**src/rtl/irpw_pkg.sv**
```systemverilog
package irpw_pkg;

    localparam int REG_AW   = 8;
    localparam int PERIOD_W = 13;

    // Register offsets (software map)
    localparam logic [REG_AW-1:0] OFS_CTRL    = 8'h0C;
    localparam logic [REG_AW-1:0] OFS_PERIOD  = 8'h10;
    localparam logic [REG_AW-1:0] OFS_RESTART = 8'h20;
    localparam logic [REG_AW-1:0] OFS_CAPTURE = 8'h88;
    localparam logic [REG_AW-1:0] OFS_IRQ_EN  = 8'hCC;
    localparam logic [REG_AW-1:0] OFS_IRQ_ACK = 8'hD0;

    localparam int CTRL_IR_BIT = 0;
    localparam int CTRL_PW_BIT = 13;
    localparam int PERIOD_LSB  = 8;

    // Terminal width value: saturated level ends the frame
    localparam logic [7:0] WIDTH_END = 8'hFF;

    typedef enum logic [1:0] {
        CAP_ARMED   = 2'd0,
        CAP_MEASURE = 2'd1,
        CAP_FROZEN  = 2'd2
    } cap_state_e;

    typedef struct packed {
        logic                ir_on;
        logic                pw_on;
        logic [PERIOD_W-1:0] period;
        logic                irq_en;
    } cfg_t;

    // Saturating increment of a width count
    function automatic logic [7:0] width_bump(input logic [7:0] w);
        return (w == 8'hFF) ? w : w + 8'd1;
    endfunction

endpackage

```
**src/rtl/irpw_sampler.sv**
```systemverilog
module irpw_sampler
    import irpw_pkg::*;
#(
    parameter int CLK_DIV     = 4,
    parameter bit ACTIVE_HIGH = 1'b0
) (
    input  logic                clk,
    input  logic                rst,
    input  logic                run,
    input  logic                restart,
    input  logic [PERIOD_W-1:0] period,
    input  logic                ir_in,
    output logic                tick_o,
    output logic                active_o
);

    localparam int   DIV_W    = (CLK_DIV > 1) ? $clog2(CLK_DIV) : 1;
    localparam logic IDLE_LVL = ACTIVE_HIGH ? 1'b0 : 1'b1;

    // Two-flop synchroniser, reset to the idle level
    logic [1:0] sync_q;
    always_ff @(posedge clk) begin
        if (rst) sync_q <= {2{IDLE_LVL}};
        else     sync_q <= {sync_q[0], ir_in};
    end

    generate
        if (ACTIVE_HIGH) begin : g_act_hi
            assign active_o = sync_q[1];
        end else begin : g_act_lo
            assign active_o = ~sync_q[1];
        end
    endgenerate

    // Clock divider and sample-period counter; a zero period acts as one
    logic [DIV_W-1:0]    div_q;
    logic [PERIOD_W-1:0] per_q;
    logic [PERIOD_W-1:0] per_last;
    logic                div_wrap;
    logic                per_wrap;

    assign per_last = (period == '0) ? '0 : period - PERIOD_W'(1);
    assign div_wrap = (div_q == DIV_W'(CLK_DIV - 1));
    assign per_wrap = (per_q >= per_last);

    always_ff @(posedge clk) begin
        if (rst || restart || !run) begin
            div_q <= '0;
            per_q <= '0;
        end else if (div_wrap) begin
            div_q <= '0;
            per_q <= per_wrap ? '0 : per_q + PERIOD_W'(1);
        end else begin
            div_q <= div_q + DIV_W'(1);
        end
    end

    assign tick_o = run && div_wrap && per_wrap;

endmodule

```
**src/rtl/irpw_engine.sv**
```systemverilog
module irpw_engine
    import irpw_pkg::*;
#(
    parameter int NUM_SLOTS = 68,
    parameter int SLOT_W    = $clog2(NUM_SLOTS)
) (
    input  logic              clk,
    input  logic              rst,
    input  logic              restart,
    input  logic              tick,
    input  logic              active,
    output logic              wr_o,
    output logic [SLOT_W-1:0] slot_o,
    output logic [7:0]        width_o,
    output logic              done_o
);

    cap_state_e        state_q, state_d;
    logic              lvl_q, lvl_d;     // 1: measuring a burst, 0: a gap
    logic [7:0]        cnt_q, cnt_d;
    logic [SLOT_W-1:0] slot_q, slot_d;
    logic              same;
    logic [7:0]        cnt_inc;

    assign same    = (active == lvl_q);
    assign cnt_inc = width_bump(cnt_q);
    assign slot_o  = slot_q;

    always_comb begin
        state_d = state_q;
        lvl_d   = lvl_q;
        cnt_d   = cnt_q;
        slot_d  = slot_q;
        wr_o    = 1'b0;
        width_o = cnt_q;
        done_o  = 1'b0;
        if (tick) begin
            unique case (state_q)
                CAP_ARMED: begin
                    if (active) begin
                        state_d = CAP_MEASURE;
                        lvl_d   = 1'b1;
                        cnt_d   = 8'd1;
                    end
                end
                CAP_MEASURE: begin
                    if (same) begin
                        if (cnt_inc == WIDTH_END) begin
                            wr_o    = 1'b1;
                            width_o = WIDTH_END;
                            done_o  = 1'b1;
                            state_d = CAP_FROZEN;
                        end else begin
                            cnt_d = cnt_inc;
                        end
                    end else begin
                        wr_o    = 1'b1;
                        width_o = cnt_q;
                        if (slot_q == SLOT_W'(NUM_SLOTS - 1)) begin
                            done_o  = 1'b1;
                            state_d = CAP_FROZEN;
                        end else begin
                            slot_d = slot_q + SLOT_W'(1);
                            lvl_d  = ~lvl_q;
                            cnt_d  = 8'd1;
                        end
                    end
                end
                default: ;
            endcase
        end
    end

    always_ff @(posedge clk) begin
        if (rst || restart) begin
            state_q <= CAP_ARMED;
            lvl_q   <= 1'b0;
            cnt_q   <= '0;
            slot_q  <= '0;
        end else begin
            state_q <= state_d;
            lvl_q   <= lvl_d;
            cnt_q   <= cnt_d;
            slot_q  <= slot_d;
        end
    end


    slot_range_chk: assert property (@(posedge clk) disable iff (rst)
        wr_o |-> (int'(slot_o) < NUM_SLOTS));


    width_nonzero_chk: assert property (@(posedge clk) disable iff (rst)
        wr_o |-> (width_o != 8'h00));


    frozen_hold_chk: assert property (@(posedge clk) disable iff (rst)
        (state_q == CAP_FROZEN && !restart) |=> (state_q == CAP_FROZEN));


    frozen_quiet_chk: assert property (@(posedge clk) disable iff (rst)
        (state_q == CAP_FROZEN) |-> !wr_o);

endmodule

```
**src/rtl/irpw_store.sv**
```systemverilog
module irpw_store
    import irpw_pkg::*;
#(
    parameter int NUM_WORDS = 17,
    parameter int SLOT_W    = $clog2(NUM_WORDS * 4),
    parameter int WORD_W    = (NUM_WORDS > 1) ? $clog2(NUM_WORDS) : 1
) (
    input  logic              clk,
    input  logic              rst,
    input  logic              clear,
    input  logic              wr_i,
    input  logic [SLOT_W-1:0] slot_i,
    input  logic [7:0]        width_i,
    input  logic [WORD_W-1:0] rd_word_i,
    output logic [31:0]       rd_data_o
);

    logic [31:0] word_w [NUM_WORDS];

    generate
        for (genvar w = 0; w < NUM_WORDS; w++) begin : g_word
            logic [3:0][7:0] lane_q;
            always_ff @(posedge clk) begin
                if (rst || clear) begin
                    lane_q <= '0;
                end else if (wr_i && (slot_i[SLOT_W-1:2] == (SLOT_W-2)'(w))) begin
                    lane_q[slot_i[1:0]] <= width_i;
                end
            end
            assign word_w[w] = lane_q;
        end
    endgenerate

    assign rd_data_o = (int'(rd_word_i) < NUM_WORDS) ? word_w[rd_word_i] : '0;


    clear_chk: assert property (@(posedge clk) disable iff (rst)
        clear |=> (word_w[0] == '0 && word_w[NUM_WORDS-1] == '0));

endmodule

```
**src/rtl/irpw_capture.sv**
```systemverilog
module irpw_capture
    import irpw_pkg::*;
#(
    parameter int                  CLK_DIV     = 4,
    parameter int                  NUM_WORDS   = 17,
    parameter bit                  ACTIVE_HIGH = 1'b0,
    parameter logic [PERIOD_W-1:0] PERIOD_RST  = 13'hC00
) (
    input  logic              clk,
    input  logic              rst,
    input  logic              wr_en,
    input  logic [REG_AW-1:0] wr_addr,
    input  logic [31:0]       wr_data,
    input  logic [REG_AW-1:0] rd_addr,
    output logic [31:0]       rd_data,
    input  logic              ir_in,
    output logic              irq
);

    localparam int NUM_SLOTS = NUM_WORDS * 4;
    localparam int SLOT_W    = $clog2(NUM_SLOTS);
    localparam int WORD_W    = (NUM_WORDS > 1) ? $clog2(NUM_WORDS) : 1;
    localparam int CAP_SPAN  = 4 * NUM_WORDS;

    // ---------------- register file ----------------
    cfg_t cfg_q;
    logic pend_q;
    logic wr_ctrl, wr_period, wr_ien, ack_wr, restart;
    logic run;

    assign wr_ctrl   = wr_en && (wr_addr == OFS_CTRL);
    assign wr_period = wr_en && (wr_addr == OFS_PERIOD);
    assign wr_ien    = wr_en && (wr_addr == OFS_IRQ_EN);
    assign ack_wr    = wr_en && (wr_addr == OFS_IRQ_ACK) && wr_data[0];
    assign restart   = wr_en && (wr_addr == OFS_RESTART) && wr_data[0];
    assign run       = cfg_q.ir_on && cfg_q.pw_on;

    always_ff @(posedge clk) begin
        if (rst) begin
            cfg_q <= '{ir_on: 1'b0, pw_on: 1'b0, period: PERIOD_RST, irq_en: 1'b0};
        end else begin
            if (wr_ctrl) begin
                cfg_q.ir_on <= wr_data[CTRL_IR_BIT];
                cfg_q.pw_on <= wr_data[CTRL_PW_BIT];
            end
            if (wr_period) cfg_q.period <= wr_data[PERIOD_LSB +: PERIOD_W];
            if (wr_ien)    cfg_q.irq_en <= wr_data[0];
        end
    end

    // ---------------- capture datapath ----------------
    logic              tick, active;
    logic              cap_wr, cap_done;
    logic [SLOT_W-1:0] cap_slot;
    logic [7:0]        cap_width;

    irpw_sampler #(
        .CLK_DIV     (CLK_DIV),
        .ACTIVE_HIGH (ACTIVE_HIGH)
    ) u_sampler (
        .clk      (clk),
        .rst      (rst),
        .run      (run),
        .restart  (restart),
        .period   (cfg_q.period),
        .ir_in    (ir_in),
        .tick_o   (tick),
        .active_o (active)
    );

    irpw_engine #(
        .NUM_SLOTS (NUM_SLOTS),
        .SLOT_W    (SLOT_W)
    ) u_engine (
        .clk     (clk),
        .rst     (rst),
        .restart (restart),
        .tick    (tick),
        .active  (active),
        .wr_o    (cap_wr),
        .slot_o  (cap_slot),
        .width_o (cap_width),
        .done_o  (cap_done)
    );

    // Pending flag: completion wins over a same-cycle acknowledge
    always_ff @(posedge clk) begin
        if (rst)           pend_q <= 1'b0;
        else if (cap_done) pend_q <= 1'b1;
        else if (ack_wr)   pend_q <= 1'b0;
    end

    assign irq = pend_q & cfg_q.irq_en;

    // ---------------- read path ----------------
    logic [REG_AW-1:0] cap_off;
    logic              cap_hit;
    logic [WORD_W-1:0] cap_word;
    logic [31:0]       cap_data;

    assign cap_off  = rd_addr - OFS_CAPTURE;
    assign cap_hit  = (rd_addr >= OFS_CAPTURE) && (cap_off < REG_AW'(CAP_SPAN))
                      && (cap_off[1:0] == 2'b00);
    assign cap_word = cap_off[2 +: WORD_W];

    irpw_store #(
        .NUM_WORDS (NUM_WORDS),
        .SLOT_W    (SLOT_W),
        .WORD_W    (WORD_W)
    ) u_store (
        .clk       (clk),
        .rst       (rst),
        .clear     (restart),
        .wr_i      (cap_wr),
        .slot_i    (cap_slot),
        .width_i   (cap_width),
        .rd_word_i (cap_word),
        .rd_data_o (cap_data)
    );

    always_comb begin
        rd_data = '0;
        if (cap_hit) begin
            rd_data = cap_data;
        end else begin
            case (rd_addr)
                OFS_CTRL: begin
                    rd_data[CTRL_IR_BIT] = cfg_q.ir_on;
                    rd_data[CTRL_PW_BIT] = cfg_q.pw_on;
                end
                OFS_PERIOD:  rd_data[PERIOD_LSB +: PERIOD_W] = cfg_q.period;
                OFS_IRQ_EN:  rd_data[0] = cfg_q.irq_en;
                OFS_IRQ_ACK: rd_data[0] = pend_q;
                default: ;
            endcase
        end
    end


    pend_src_chk: assert property (@(posedge clk) disable iff (rst)
        $rose(pend_q) |-> $past(cap_done));


    ack_clear_chk: assert property (@(posedge clk) disable iff (rst)
        (ack_wr && !cap_done) |=> !pend_q);

endmodule

```
**config.mk**
```make
export PLATFORM = sky130hd
export DESIGN_NAME = irpw_capture
export DESIGN_NICKNAME = d
export VERILOG_FILES = /design/src/rtl/irpw_pkg.sv /design/src/rtl/irpw_sampler.sv /design/src/rtl/irpw_engine.sv /design/src/rtl/irpw_store.sv /design/src/rtl/irpw_capture.sv
export SDC_FILE = /design/constraint.sdc
export NUM_CORES = 1
export LEC_CHECK = 0
export ABC_AREA = 0
export CAP_MARGIN = 20
export CORE_ASPECT_RATIO = 1.2
export CORE_MARGIN = 1.5
export CORE_UTILIZATION = 51
export CTS_CLUSTER_DIAMETER = 40
export DETAILED_ROUTE_END_ITERATION = 8
export DONT_BUFFER_PORTS = 1
export GPL_ROUTABILITY_DRIVEN = 0
export MAX_ROUTING_LAYER = met4
export PLACE_DENSITY = 0.66
export SYNTH_ARGS = -nofsm -noshare
export SYNTH_HDL_FRONTEND = slang
export SYNTH_SLANG_ARGS = --single-unit
export TNS_END_PERCENT = 10
```
**constraint.sdc**
```tcl
create_clock -name clk -period 19.96 [get_ports clk]
set_clock_uncertainty 0.15 [all_clocks]
set_input_delay 5.988 -clock clk [delete_from_list [all_inputs] [get_ports clk]]
set_output_delay 5.988 -clock clk [all_outputs]
set_load 0.02 [all_outputs]
```
After elaboration in Yosys (flattened, before gate mapping)

Index checks and enable logic that the tools add are counted.

Output and inout bits: 33
Logic and storage cells: 243
Input port bits: 52
Register bits: 596

$lt $le $gt $ge: 7
Add/sub/neg operators: 6
Mux-type cells: 62
Bitwise gates (word level): 6
Eq/ne operators: 38
Reductions and logical operators: 44

Operator list:

| kind                                                                   | count |
|---|---|
| 32-bit bitwise mux                                                     | 17 |
| 32-bit binary-select mux with 5-bit select                             | 1 |
| 32-bit 2-to-1 mux                                                      | 3 |
| 8-bit 2-to-1 mux                                                       | 10 |
| 8-bit equality test (second input constant)                            | 6 |
| 5-bit by 4-bit equality test with 1-bit output (second input constant) | 8 |
| 13-bit 2-to-1 mux                                                      | 3 |
| 1-bit logical AND                                                      | 30 |
| 5-bit by 3-bit equality test with 1-bit output (second input constant) | 4 |
| 8-bit demux with 2-bit select                                          | 1 |
| 8-bit by 4-bit equality test with 1-bit output (second input constant) | 2 |
| 8-bit by 5-bit equality test with 1-bit output (second input constant) | 2 |
| 8-bit case mux with 2 select lines                                     | 1 |
| 5-bit AND reduction                                                    | 3 |
| 1-bit 2-to-1 mux                                                       | 14 |
| 7-bit 2-to-1 mux                                                       | 2 |
| 13-bit by 1-bit adder with 13-bit output (second input constant)       | 1 |
| 13-bit greater-or-equal comparator                                     | 1 |
| 13-bit logical NOT                                                     | 1 |
| 13-bit by 1-bit subtractor with 13-bit output (second input constant)  | 1 |
| 11-bit 2-to-1 mux                                                      | 1 |
| 5-bit by 2-bit equality test with 1-bit output (second input constant) | 2 |
| 8-bit by 1-bit adder with 8-bit output (second input constant)         | 1 |
| 8-bit by 6-bit equality test with 1-bit output (second input constant) | 1 |
| other kinds (34)                                                       | 47 |

Depth between registers and ports, before layout

Depth after elaboration: 8
Gate-level depth with buffers: 17
Gate-level depth less buffers: 14

By module

From an unflattened synthesis, not the netlist that was laid out.

Cells, all modules: 2,723
Area total of the unflattened synthesis: 27,532.7 µm²

By module, submodules not included:

| module       | instances | area an instance (µm²) | sequential area each (µm²) | cells an instance |
|---|---|---|---|---|
| irpw_store   | 1         | 23,990.5               | 10,890.4                   | 2,292 |
| irpw_sampler | 1         | 1,256.2                | 340.3                      | 155 |
| irpw_capture | 1         | 1,167.4                | 340.3                      | 138 |
| irpw_engine  | 1         | 1,118.6                | 360.3                      | 138 |

Worst setup path after synthesis

Ideal clock, no wire load.

Path kind: in2out
From: in rd_addr[3]
To: out rd_data[15]
Path buffers: 4
Required time: 13.822 ns
Path slack: 4.688 ns
Stages on the path: 11
Arrival: 9.134 ns
Cell sequence: buf_2 > buf_1 > buf_1 > inv_1 > ha_1 > xor2_1 > or3b_2 > nor2_1 > clkbuf_1 > a221oi_1 > o21ai_0

Cells in the longest elaborated chain, start to end: 7
Elaborated cells between the ends (all ways): 14
Those cells by class: add/sub (1); order compare (3); eq/ne (1); mux (6); bitwise (1); reduce/logical (2)

RTL lines:

| what                                                   | RTL line            | RTL |
|---|---|---|
| start, declared                                        | irpw_capture.sv:14  | `input logic [REG_AW-1:0] rd_addr,` |
| 8-bit subtractor                                       | irpw_capture.sv:101 | `assign cap_off = rd_addr - OFS_CAPTURE;` |
| 5-bit inverter with 6-bit output (not written as such) | irpw_store.sv:34    | `assign rd_data_o = (int'(rd_word_i) < NUM_WORDS) ? word_w[rd_word_i] : '0;` |
| 32-bit binary-select mux with 5-bit select             | irpw_store.sv:34    |  |
| 32-bit 2-to-1 mux (not written as such) (2 in a row)   | irpw_store.sv:34    |  |
| 32-bit 2-to-1 mux                                      | irpw_store.sv:34    |  |
| 13-bit 2-to-1 mux (*)                                  | irpw_capture.sv:123 | `if (cap_hit) begin` |
| end, declared                                          | irpw_capture.sv:15  | `output logic [31:0] rd_data,` |

Every way passes the cells marked *; elsewhere a longest branch is shown, timed or not. The select of a mux whose other input is x is not followed.

Final worst setup path

From: in rd_addr[4]
To: out rd_data[12]

The elaborated chain is that of the path after synthesis.

==> out/metrics.yaml <==
hold_viol: 0
boundaryPins: 85
reg2reg_depth: 15
rsz0062_at_grt: "no"
grt_overflow_total: 0
p_leak_nw: 12.06
critPathCaptureType: "output pin"
core-area_um2: 57420
cts_tree: "yes"
synth.cell_area_um2: 29750
power_mw: 2.765
cts_resized: 0
period_minus_slack_ps: 15100
crit_fanout: 33
critPathMaxStageDelay_ps: 740
hold_depth: 1
crit_slowest_cell: "o21ai_0"
synth_fp_nets: 3122
final_area_um2: 32670
ys_ff_latch: 596
fmax_ghz: 0.06621
drive_above_1_share: 0.1414
synthDistinctLibCells: 67
grtUsageTotal: 0.3036
dpl_cell_area_um2: 29780
routedWlPerCell_um: 24.73
clk_pin_slew_worst_paths_ps: 60
ant_nets: 0
cp-start-kind: "input port"
cts.sinks: 596
crit_type: "input port to output pin"
worstPathRequired_ps: 13820
synth_top_flop_cell: "dfxtp_1"
grt_max_degree: 252
synth-edff-count: 0
num-nets-final: 2909
vias_per_cell: 6.873
fillers: 4849
cp.arrival_ps: 8960
antenna_cells: 0
ctsHtreeMaxLevel: 3
synth-warning-count: 0
antenna_found_initial: 0
drt_iter0_markers: 2340
relSlewSlack: 0.1731
post-cts-setup-buffers: 0
die-area_um2: 59810
rows: 96
dp_hpwl_mm: 53.31
drv_cap: 0
start_util: 0.5182
ctsHoldBuffers: 0
synthCells: 3047
drt_first_pass_iters: 6
fp.dieW_um: 223.5
io_buffers: 0
grt_pass1_wl_mm: 139.3
setup_viol: 0
cts_max_path_buffers: 3
wirelength_mm: 90.04
die_y_um: 267.6
vdd_drop_max_mv: 0.07331
finalSetupTns_ps: 0
areaGrowthSynthToFinish_pct: 9.810
status: "finished, final reports clean"
dr_total_vias: 25030
clockRootBuffer: "clkbuf_16"
syn_avg_cell_area_um2: 9.765
grt_pass1_vias: 24630
worstSkewPairLatency_ps: 640
power_density_nw_per_um2: 84.61
tightest_slew_ps: 1240
drc: 0
slew_viol_final: 0
yosysSeqAreaShare: 0.4010
path_cells: "inv_1 -> ha_1 -> xor2_4 -> buf_4 -> or3b_2 -> nor2_2 -> buf_6 -> a221oi_1 -> o21ai_0"
numCtsBuffers: 86
hp-class: "register to register"
synthArstFlopShare: 0
period_share: 0.7566
-- cells in the final DEF (no fill, tap or decap), types with 23 or more instances in the layout --
cell | synthesis | layout
a211oi_1 | 67 | 66
a21oi_1 | 212 | 208
a221oi_1 | 29 | 29
a31oi_1 | 51 | 51
buf_4 | 6 | 39
clkbuf_16 | 0 | 87
dfxtp_1 | 596 | 592
ha_1 | 23 | 23
mux2i_1 | 324 | 324
mux4_2 | 160 | 160
nand2_1 | 414 | 407
nand3_1 | 75 | 75
nor2_1 | 56 | 55
nor3_1 | 85 | 83
o2111ai_1 | 145 | 145
o21ai_0 | 71 | 70
o31ai_1 | 151 | 151
or3_1 | 58 | 58
-- worst max-delay path: cells and delay by family --
family	cells	cell delay, ps
buffers and inverters	3	680
AND/OR/NAND/NOR	2	960
AO/OA/AOI/OAI	2	840
adder cells (fa/ha/maj)	1	280
XOR/XNOR	1	200
-- sequential cells by signal, summed over array words and instances (netlist names) --
name                   flops
u_store.g_word.lane_q    544
cfg_q                     16
u_sampler.per_q           13
u_engine.cnt_q             8
u_engine.slot_o            7
u_engine.state_q           2
u_sampler.div_q            2
u_sampler.sync_q           2
pend_q                     1
u_engine.lvl_q             1
-- area by class of cell --
type / instances / area, µm² / share of cell area
multi-input cells: 2093 / 16560 / 0.5068
flip-flops and latches: 596 / 11940 / 0.3654
well taps: 735 / 919.6 / 0.02815
inverters: 14 / 52.55 / 0.001608
repair buffers: 43 / 339.1 / 0.01038
clock inverters: 54 / 546.8 / 0.01673
clock buffers: 106 / 2318 / 0.07096
-- power by group --
group	internal [mW]	total, mW	switching (mW)
Clock	0.897	1.50	0.607
Sequential	1.19	1.19	0.000218
Combinational	0.0214	0.0709	0.0495
Total	2.11	2.76	0.656
-- stage by stage --
stage               std cells  setup slack [ps]  hold WS, ps    util
global route             3641              4734        292.6  0.5691
detailed placement       3478              4503        269.2  0.5187
global placement         3478              4543        262.7  0.5187
floorplan                3047              4688        239.5       -
finish                   3641              4857        274.7  0.5691
CTS                      3638              4506        277.8  0.5686
-- metal layers --
metal | share of wire | up-vias | track usage | wire length (µm)
met1 | 0.41 | 12560 | 0.3722 | 36470
li1 | - | 11160 | - | -
met3 | 0.072 | 223 | 0.05069 | 6516
met2 | 0.48 | 1085 | 0.4907 | 43310
met4 | 0.042 | 0 | 0.1417 | 3737
met5 | 0 | - | - | 0
-- cell families (layout without fill, tap and decap cells) --
| family | count (synthesis) | in the layout | synth area share |
|---|---|---|---|
| flops | 596 | 596 | 0.4010 |
| xor+xnor | 23 | 23 | 0.006770 |
| compound gates | 771 | 771 | 0.1789 |
| buf+inv | 358 | 217 | 0.04882 |
| fa+ha+maj | 23 | 23 | 0.009672 |
| mux | 484 | 484 | 0.2301 |
| simple gates | 792 | 792 | 0.1247 |
-- worst paths after layout --
check,startpoint,to,slack [ps]
hold / removal,u_sampler.div_q[0],u_sampler.div_q[0],270
setup reg to reg,cfg_q[7],u_store.g_word[9].lane_q[17],13120
setup / recovery,rd_addr[4],rd_data[12],4860
hold reg to reg,u_sampler.div_q[0],u_sampler.div_q[0],270
-- synthesized netlist by cell type (3+ instances only) --
cell type | number | area share
dfxtp_1 | 596 | 0.40
nand2_1 | 414 | 0.052
mux2i_1 | 324 | 0.11
clkbuf_1 | 241 | 0.030
a21oi_1 | 212 | 0.036
mux4_2 | 160 | 0.12
o31ai_1 | 151 | 0.038
o2111ai_1 | 145 | 0.043
nor3_1 | 85 | 0.014
nand3_1 | 75 | 0.013
o21ai_0 | 71 | 0.012
a211oi_1 | 67 | 0.017
or3_1 | 58 | 0.012
buf_2 | 57 | 0.0096
nor2_1 | 56 | 0.0071
a31oi_1 | 51 | 0.011
buf_1 | 38 | 0.0048
a221oi_1 | 29 | 0.0085
ha_1 | 23 | 0.0097
nand3_2 | 20 | 0.0067
nand4_1 | 16 | 0.0034
xor2_1 | 16 | 0.0047
inv_1 | 14 | 0.0018
and2_1 | 12 | 0.0025
and3_1 | 11 | 0.0023
or4_1 | 10 | 0.0025
nor2b_1 | 8 | 0.0017
xnor2_1 | 7 | 0.0021
buf_4 | 6 | 0.0015
a21o_1 | 5 | 0.0013
nand2b_1 | 5 | 0.0011
nand3b_1 | 5 | 0.0013
a22o_1 | 4 | 0.0012
a22oi_1 | 4 | 0.0010
and4_1 | 3 | 0.00088
nor3b_1 | 3 | 0.00076
o211ai_1 | 3 | 0.00076
o21ai_1 | 3 | 0.00050
o22ai_1 | 3 | 0.00063
or2_2 | 3 | 0.00063
No activity file was read; power rests on OpenSTA's default activity.
